[config.mk]
export PLATFORM = sky130hd
export DESIGN_NAME = lanePolarityDetect
export DESIGN_NICKNAME = d
export VERILOG_FILES = /design/src/rtl/lpdPkg.sv /design/src/rtl/lpdControl.sv /design/src/rtl/lpdDatapath.sv /design/src/rtl/lanePolarityDetect.sv
export SDC_FILE = /design/constraint.sdc
export NUM_CORES = 1
export LEC_CHECK = 0
export CAP_MARGIN = 20
export CORE_MARGIN = 3
export CORE_UTILIZATION = 25
export CTS_BUF_LIST = sky130_fd_sc_hd__clkbuf_8
export DETAILED_ROUTE_END_ITERATION = 7
export GPL_ROUTABILITY_DRIVEN = 1
export PLACE_DENSITY_LB_ADDON = 0.1
export SLEW_MARGIN = 20
export SYNTH_ARGS = -nofsm -noshare
export SYNTH_HDL_FRONTEND = slang
export SYNTH_SLANG_ARGS = --single-unit
[constraint.sdc]
create_clock -name clk -period 1.5 [get_ports clk]
set_input_delay 0.225 -clock clk [delete_from_list [all_inputs] [get_ports clk]]
set_output_delay 0.225 -clock clk [all_outputs]
set_load 0.005 [all_outputs]
[src/rtl/lpdPkg.sv]
package lpdPkg;
  localparam int SYM_W    = 10;
  localparam int BYTE_W   = 8;
  localparam int NUM_KIND = 2;
  localparam int ID_FIRST = 6;
  localparam int ID_LAST  = 15;

  localparam logic [7:0] COM_BYTE = 8'hBC;

  // complemented identifier byte for each ordered-set kind
  function automatic logic [7:0] invId(input int kind);
    return (kind == 0) ? 8'hB5 : 8'hBA;
  endfunction

  typedef struct packed {
    logic setInv;
    logic clrInv;
  } polStrobe_t;
endpackage

[src/rtl/lpdControl.sv]
module lpdControl
  import lpdPkg::*;
#(
  parameter int BYTE_W_P   = BYTE_W,
  parameter int ID_FIRST_P = ID_FIRST,
  parameter int ID_LAST_P  = ID_LAST,
  parameter int NUM_KIND_P = NUM_KIND
) (
  input  logic              clk,
  input  logic              rstN,
  input  logic              decValid,
  input  logic [BYTE_W_P-1:0] decByte,
  input  logic              decIsK,
  input  logic              trainActive,
  input  logic              trainRestart,
  input  logic              polInverted,
  output polStrobe_t        strobe
);
  localparam int IDX_W = $clog2(ID_LAST_P + 1);
  localparam logic [IDX_W-1:0] FIRST_IDX = IDX_W'(ID_FIRST_P);
  localparam logic [IDX_W-1:0] LAST_IDX  = IDX_W'(ID_LAST_P);

  logic                  inSet;
  logic [IDX_W-1:0]      idx;
  logic [IDX_W-1:0]      nextIdx;
  logic [NUM_KIND_P-1:0] kindVec;
  logic [NUM_KIND_P-1:0] kindNext;
  logic [NUM_KIND_P-1:0] hitVec;
  logic                  isCom;
  logic                  armed;
  logic                  inWindow;

  genvar k;
  generate
    for (k = 0; k < NUM_KIND_P; k++) begin : gKind
      assign hitVec[k] = !decIsK && (decByte == BYTE_W_P'(invId(k)));
    end
  endgenerate

  assign isCom    = decIsK && (decByte == BYTE_W_P'(COM_BYTE));
  assign armed    = trainActive && !polInverted && !trainRestart;
  assign nextIdx  = idx + 1'b1;
  assign inWindow = (nextIdx >= FIRST_IDX) && (nextIdx <= LAST_IDX);

  always_comb begin
    kindNext = kindVec;
    if (nextIdx == FIRST_IDX)
      kindNext = hitVec;
    else if (inWindow)
      kindNext = kindVec & hitVec;
  end

  always_comb begin
    strobe.setInv = armed && decValid && inSet && !isCom &&
                    (nextIdx == LAST_IDX) && (|kindNext);
    strobe.clrInv = trainRestart;
  end

  always_ff @(posedge clk or negedge rstN) begin
    if (!rstN) begin
      inSet   <= 1'b0;
      idx     <= '0;
      kindVec <= '0;
    end else if (!armed) begin
      inSet   <= 1'b0;
      idx     <= '0;
      kindVec <= '0;
    end else if (decValid) begin
      if (isCom) begin
        inSet   <= 1'b1;
        idx     <= '0;
        kindVec <= '0;
      end else if (inSet) begin
        idx     <= nextIdx;
        kindVec <= kindNext;
        if (nextIdx == LAST_IDX) inSet <= 1'b0;
      end
    end
  end
endmodule

[src/rtl/lpdDatapath.sv]
module lpdDatapath
  import lpdPkg::*;
#(
  parameter int SYM_W_P = SYM_W
) (
  input  logic               clk,
  input  logic               rstN,
  input  logic               symValid,
  input  logic [SYM_W_P-1:0] symIn,
  input  polStrobe_t         strobe,
  output logic [SYM_W_P-1:0] symOut,
  output logic               symOutValid,
  output logic               polInverted
);
  logic [SYM_W_P-1:0] corrected;

  genvar b;
  generate
    for (b = 0; b < SYM_W_P; b++) begin : gInv
      assign corrected[b] = symIn[b] ^ polInverted;
    end
  endgenerate

  always_ff @(posedge clk or negedge rstN) begin
    if (!rstN) polInverted <= 1'b0;
    else if (strobe.clrInv) polInverted <= 1'b0;
    else if (strobe.setInv) polInverted <= 1'b1;
  end

  always_ff @(posedge clk or negedge rstN) begin
    if (!rstN) begin
      symOut      <= '0;
      symOutValid <= 1'b0;
    end else begin
      symOutValid <= symValid;
      if (symValid) symOut <= corrected;
    end
  end
endmodule

[src/rtl/lanePolarityDetect.sv]
module lanePolarityDetect
  import lpdPkg::*;
#(
  parameter int SYM_W_P  = SYM_W,
  parameter int BYTE_W_P = BYTE_W
) (
  input  logic                clk,
  input  logic                rstN,
  input  logic                symValid,
  input  logic [SYM_W_P-1:0]  symIn,
  input  logic                trainActive,
  input  logic                trainRestart,
  input  logic [BYTE_W_P-1:0] decByte,
  input  logic                decIsK,
  output logic [SYM_W_P-1:0]  symOut,
  output logic                symOutValid,
  output logic                polInverted
);
  polStrobe_t strobe;

  lpdControl #(
    .BYTE_W_P(BYTE_W_P), .ID_FIRST_P(ID_FIRST),
    .ID_LAST_P(ID_LAST), .NUM_KIND_P(NUM_KIND)
  ) uCtrl (
    .clk(clk), .rstN(rstN), .decValid(symOutValid), .decByte(decByte),
    .decIsK(decIsK), .trainActive(trainActive), .trainRestart(trainRestart),
    .polInverted(polInverted), .strobe(strobe)
  );

  lpdDatapath #(.SYM_W_P(SYM_W_P)) uPath (
    .clk(clk), .rstN(rstN), .symValid(symValid), .symIn(symIn),
    .strobe(strobe), .symOut(symOut), .symOutValid(symOutValid),
    .polInverted(polInverted)
  );
endmodule

==> impl_results.md, run 1 <==
- Pins Over Slew Limit: 0
- CP required: 1650 ps
- Die Y: 69.5 µm
- Peak Freq: 651 MHz
- Post-route ant nets: 0
- Post-synth EDFFs: 0
- Failing checks: negative setup slack
- Hpwl dp: 1.78 mm
- Largest net degree at the start of global routing: 22
- Worst R2R Start: uCtrl.idx[0]
- Max transition margin: 81.4%
- DRC: 0
- Mean number of vias per cell: 4.49
- Overflow after GRT: 0
- Mapped Area: 1010 µm²
- Worst slew pin tran: 280 ps
- Synth warn: 0
- Die area: 4830 µm²
- Worst Skew: 6.31 ps
- CTS tree: yes
- Dpl cells: 200
- Fin. Hold Viols: 0
- Post-synth top flop: dfrtp_1
- Crit path cell chain: ha_4 -> xor2_1 -> a21boi_2 -> nor2_2 -> o22ai_2 -> a311oi_1
- Status: finished, violations left
- CTS Buf Count: 3
- Vias in the first global route: 982
- Finished Layout Cells: 209
- Ranking of synthesized cells by area: dfrtp_1 (47%), xnor2_1 (10%), a21oi_1 (5.0%)
- Synth cell types: 33
- Count leader, synth: dfrtp_1
- Sequential fraction of the synthesis area: 47.2%
- CP Depth: 6
- Die Span X: 69.5 µm
- Top layer in use: met4
- Met3 Wirelength: 133 µm
- Buffers & Inverters on Critical Path: 0
- Post-route minimum period: 1540 ps
- Placed Area: 1540 µm²
- Share of cells above drive strength 1: 27.3%
- Boundary Pins: 36
- Final setup viols: 1
- CP Launch Type: flop
- Dominant cell type by area after synthesis: dfrtp_1
- Clk sinks: 19
- Wirelength per Cell: 11.8 µm
- H-tree levels: 1
- Core Area: 3770 µm²
- Worst path top cell family by delay: compound AO/OA/AOI/OAI gates
- Worst R2R Path Depth: 6
- Tot GR Track Use: 10.8%
- Pwr dens: 625 nW/µm²
- WP data arrival: 1690 ps
- Drt pass-1 iters: 4
- Wire length on met2: 1.23 mm
- Avg Inst Size Synth: 9.78 µm²
- Clock Latency Late Sink: 250 ps
- Clk slew on worst S/H paths: 70 ps
- RR Endpoint: uPath.polInverted
- Area delta synth->final: 71.1%
- Slowest Stage Delay on Critical Path: 440 ps
- Final Util: 45.7%
- Max_cap viols: 0
- Setup crit end kind: flop
- Post-Route WL: 2.47 mm
- Reg2Reg Setup Slack: -40 ps
- P_leak: 0.761 nW
- Crit-path slowest cell: dfrtp_2
- Fin area: 1720 µm²
- Global-route wire length before repair: 4.33 mm
- CP max FO: 4
- Syn_nets: 130
- Share of the synthesized area in the top cell type: 47.2%
- DR iter-0 viols: 43
- FF+latch count, synth: 19
- RSZ-0062 raised after global routing: true
- Final worst setup slack: -35.3 ps
- Final worst-path cycle share: 102%
- Synth cell count leaders: dfrtp_1 (19), xnor2_1 (12), nor2_1 (11)
- Fraction of registers with async set/reset: 100%
- Final nets: 189
- Initial antenna violation count: 0
- Clock root buffer: clkbuf_8
- Post-Synthesis Cells: 103
- Port Buffer Count: 35
- HP Class: input pin to async pin
- Ant diodes: 0
- Vias: 939
- Peak VDD IR: 0.416 mV
- Met1 WL: 1.09 mm
- Initial Utilization: 26.7%
- Routability cong.: 0.813
- CP Class: flop to flop
- Worst-case clock buffer depth: 2
- Rows: 22
[placed cells by master, fill, tap and decap left out, types with 2 or more instances in the layout]
master,n
a21boi_2,2
a21oi_1,10
and4b_1,3
buf_4,19
buf_6,3
clkbuf_8,3
clkdlybuf4s50_1,27
dfrtp_1,16
dfrtp_2,3
dlygate4sd2_1,2
dlymetal6s2s_1,6
inv_1,4
inv_2,2
nand2_1,5
nand3_1,3
nor2_1,10
o21ai_1,5
xnor2_1,11
[registers in the layout, summed over array words and instances, names as in the netlist]
signal             cells
uCtrl.kindVec          2
uPath.symOutValid      1
uPath.symOut          10
uCtrl.idx              4
uPath.polInverted      1
uCtrl.inSet            1
[layout make-up]
cell class                 count  area [µm²]
sequential                    19         479
fill                         361        2050
tap                           48        60.1
inverter                       5        18.8
timing repair buffer          58         554
clock buffer                   3        41.3
clock inverter                 1        3.75
multi-input combinational     75         566
[where the power goes]
group          leakage, nW  switching, W  total, W  internal (W)
Sequential           0.230     0.0000158  0.000554      0.000538
Clock               0.0269      0.000153  0.000334      0.000181
Combinational        0.504     0.0000631  0.000189      0.000126
Total                0.761      0.000232   0.00108      0.000846
[metal layers]
| metal | up-vias | GRT usage [%] |
|---|---|---|
| met4 | 0 | 3.90 |
| met3 | 2 | 1.88 |
| met1 | 441 | 13.4 |
| li1 | 468 | - |
| met2 | 28 | 18.5 |
| met5 | - | 0 |
[metrics by stage]
| stage | hold WS, ps | power [W] | setup TNS [ps] | worst slack, ps |
|---|---|---|---|---|
| 2_1_floorplan | -70.6 | 0.000610 | 0 | 12.7 |
| 3_3_place_gp | 480 | 0.000751 | -1470 | -267 |
| 3_5_place_dp | 493 | 0.000752 | -1630 | -307 |
| 4_1_cts | 315 | 0.00110 | -22.3 | -17.8 |
| 5_1_grt | 337 | 0.00114 | -342 | -117 |
| 6_report | 303 | 0.00108 | -35.3 | -35.3 |
[logic make-up (layout without fill, tap and decap cells)]
family | after synthesis | in the layout | synth area share (%)
AND/OR/NAND/NOR | 33 | 33 | 17.8
flip-flops | 19 | 19 | 47.2
adder cells (fa/ha/maj) | 3 | 3 | 3.73
buffers and inverters | 9 | 67 | 4.22
AO/OA/AOI/OAI | 26 | 26 | 15.8
XOR/XNOR | 13 | 13 | 11.3
[worst max-delay path by stage]
stage,from,endpoint
after floorplan,uCtrl.idx[0],uPath.polInverted
after global placement,decByte[1],uPath.polInverted
final,uCtrl.idx[0],uPath.polInverted
after CTS,uCtrl.idx[0],uPath.polInverted
after detailed placement,decByte[1],uPath.polInverted
after global routing,uCtrl.idx[1],uPath.polInverted
[repair_timing]
item / 4_1_cts / 5_1_grt
hold buffers: 0 / 0
setup buffers: 4 / 3
pin swaps: 9 / 13
resized for setup: 12 / 20
endpoints found under the setup margin: 5 / 8
Note: power is estimated with default switching activity, not from simulation.
==> run 2, diff against run 1 <==
CORE_ASPECT_RATIO = 0.5   (was not set)
==> run 2 against run 1 <==
The run still ends with negative setup slack left; cell count down 0.96%; design area down 2.1%; non-clock buffer count down 5; worst setup slack better by 0.79 ps; clock skew down 4.7 ps; flip-flop and latch count unchanged; via count down 2.8%; core utilization up 0.64 points; clock power up 10%.
==> impl_results.md, run 2 (synthesis gave the netlist of run 1 again) <==
- CP Depth: 6
- Setup crit end kind: flop
- Worst path top cell family by delay: simple AND/OR/NAND/NOR gates
- Post-Route WL: 2.48 mm
- DR iter-0 viols: 13
- Vias in the first global route: 893
- CP required: 1670 ps
- Largest register by flop count: uPath.symOut
- Final setup viols: 1
- Global-route wire length before repair: 4.08 mm
- Biggest regs: uPath.symOut (10), uCtrl.idx (4), uCtrl.kindVec (2)
- Area delta synth->final: 67.5%
- Post-route minimum period: 1530 ps
- DRC: 0
- Clock Latency Late Sink: 260 ps
- Final Util: 46.3%
- Worst R2R Start: uPath.polInverted
- Clk sinks: 19
- Vias: 913
- Final worst setup slack: -34.5 ps
- Clock root buffer: clkbuf_8
- Buffers & Inverters on Critical Path: 1
- Die Span X: 95.8 µm
- Routability cong.: 0.765
- Die area: 4870 µm²
- Pwr dens: 657 nW/µm²
- Slowest Stage Delay on Critical Path: 430 ps
- H-tree levels: 1
- Fill cells: 361
- CP Class: input pin to flop
- CTS Buf Count: 3
- Peak Freq: 652 MHz
- Crit-path slowest cell: clkdlybuf4s50_1
- Post-route ant nets: 0
- P_leak: 0.689 nW
- Die Y: 50.9 µm
- RSZ-0062 raised after global routing: true
- Reg2Reg Setup Slack: -30 ps
- Critical path endpoint: uPath.polInverted
- WP data arrival: 1700 ps
- Worst Skew: 1.63 ps
- Tot GR Track Use: 11.1%
- Rows: 15
- Commonest non-fill, non-tap cells in the layout: clkdlybuf4s50_1 (32), buf_4 (16), dfrtp_1 (16)
- Overflow after GRT: 0
- Worst-case clock buffer depth: 2
- Wirelength per Cell: 12.0 µm
- Drt pass-1 iters: 4
- Initial Utilization: 27.7%
- Start point of the critical path: trainRestart
- Initial antenna violation count: 0
- Largest net degree at the start of global routing: 22
- CTS tree: yes
- RR Endpoint: uPath.polInverted
- Mean number of vias per cell: 4.41
- Peak VDD IR: 0.315 mV
- Ant diodes: 0
- Status: finished, violations left
- CP max FO: 3
- Clk slew on worst S/H paths: 80 ps
- Share of cells above drive strength 1: 25.6%
- Worst R2R Path Depth: 5
- Failing checks: negative setup slack
- Max_cap viols: 0
- Core Area: 3640 µm²
- Hold WS: 297 ps
- Worst slew pin tran: 257 ps
- Max transition margin: 82.9%
- Max reg flops: 10
- Crit path cell chain: clkdlybuf4s50_1 -> nor3b_2 -> nand3_1 -> or2_1 -> o21a_1 -> a311oi_2
- Final worst-path cycle share: 102%
- CP Launch Type: input pin
- Hpwl dp: 1.80 mm
- Boundary Pins: 36
- Final nets: 184
- Fin. Hold Viols: 0
- Pre-CTS setup slack: -298 ps
- Port Buffer Count: 35
- HP Class: input pin to async pin
- Pins Over Slew Limit: 0
- Commonest non-fill, non-tap cell in the layout: clkdlybuf4s50_1
-- run 2: cell types whose count changed in the layout (fill, tap and decap cells not counted), moves of 2 or more --
cell,delta
buf_6,-2
buf_4,-3
dlymetal6s2s_1,-5
clkdlybuf4s50_1,+5
-- run 2: report_power, final --
| part | leakage (nW) | internal (W) | switching [W] |
|---|---|---|---|
| Sequential | 0.230 | 0.000538 | 0.0000144 |
| Combinational | 0.436 | 0.000125 | 0.0000625 |
| Clock | 0.0217 | 0.000187 | 0.000182 |
| Total | 0.689 | 0.000849 | 0.000259 |
-- run 2: layout make-up --
| class | instances | area (µm²) | share of cell area [%] |
|---|---|---|---|
| Timing Repair Buffer | 53 | 497 | 29.5 |
| Clock buffer | 3 | 41.3 | 2.45 |
| Sequential cell | 19 | 479 | 28.4 |
| Inverter | 5 | 18.8 | 1.11 |
| Multi-Input combinational cell | 75 | 579 | 34.3 |
| Clock inverter | 1 | 7.51 | 0.445 |
| Tap cell | 51 | 63.8 | 3.78 |
-- run 2: repair_timing --
| action | 4_1_cts | 5_1_grt |
|---|---|---|
| buffers inserted | 1 | 2 |
| hold buffers | 0 | 0 |
| gates resized for setup | 7 | 16 |
| setup endpoints to repair | 4 | 7 |
| pin swaps | 3 | 6 |
-- run 2: stage by stage --
| step | TNS, ps | std cells | total power (W) | area, µm² |
|---|---|---|---|---|
| after global routing | -289 | 207 | 0.00117 | 1690 |
| final | -34.5 | 207 | 0.00111 | 1690 |
| after global placement | -1540 | 200 | 0.000752 | 1520 |
| after floorplan | 0 | 103 | 0.000610 | 1010 |
| after CTS | -71.7 | 205 | 0.00113 | 1610 |
| after detailed placement | -1620 | 200 | 0.000754 | 1520 |
-- run 2: how the worst min path moves through the flow --
stage | startpoint | endpoint
2_1_floorplan | rstN | uCtrl.idx[0]
3_3_place_gp | uCtrl.kindVec[0] | uCtrl.kindVec[0]
3_5_place_dp | uCtrl.kindVec[1] | uCtrl.kindVec[1]
4_1_cts | rstN | uCtrl.idx[2]
5_1_grt | rstN | uCtrl.idx[2]
6_report | rstN | uCtrl.inSet
-- run 2: layer usage --
| metal | GRT usage [%] | wire length, µm | share of wire (%) | up-vias |
|---|---|---|---|---|
| li1 | - | - | - | 464 |
| met1 | 13.2 | 1100 | 44 | 425 |
| met2 | 18.6 | 1170 | 47 | 22 |
| met3 | 3.97 | 185 | 7.5 | 2 |
| met4 | 3.54 | 30 | 1.2 | 0 |
| met5 | 0 | 0 | 0 | - |
-- run 2: worst reg2reg max path, stage by stage (launching register included) --
cell	delay, ps
dfrtp_1	420
nor3b_2	230
nand3_1	120
or2_1	260
o21a_1	200
a311oi_2	220
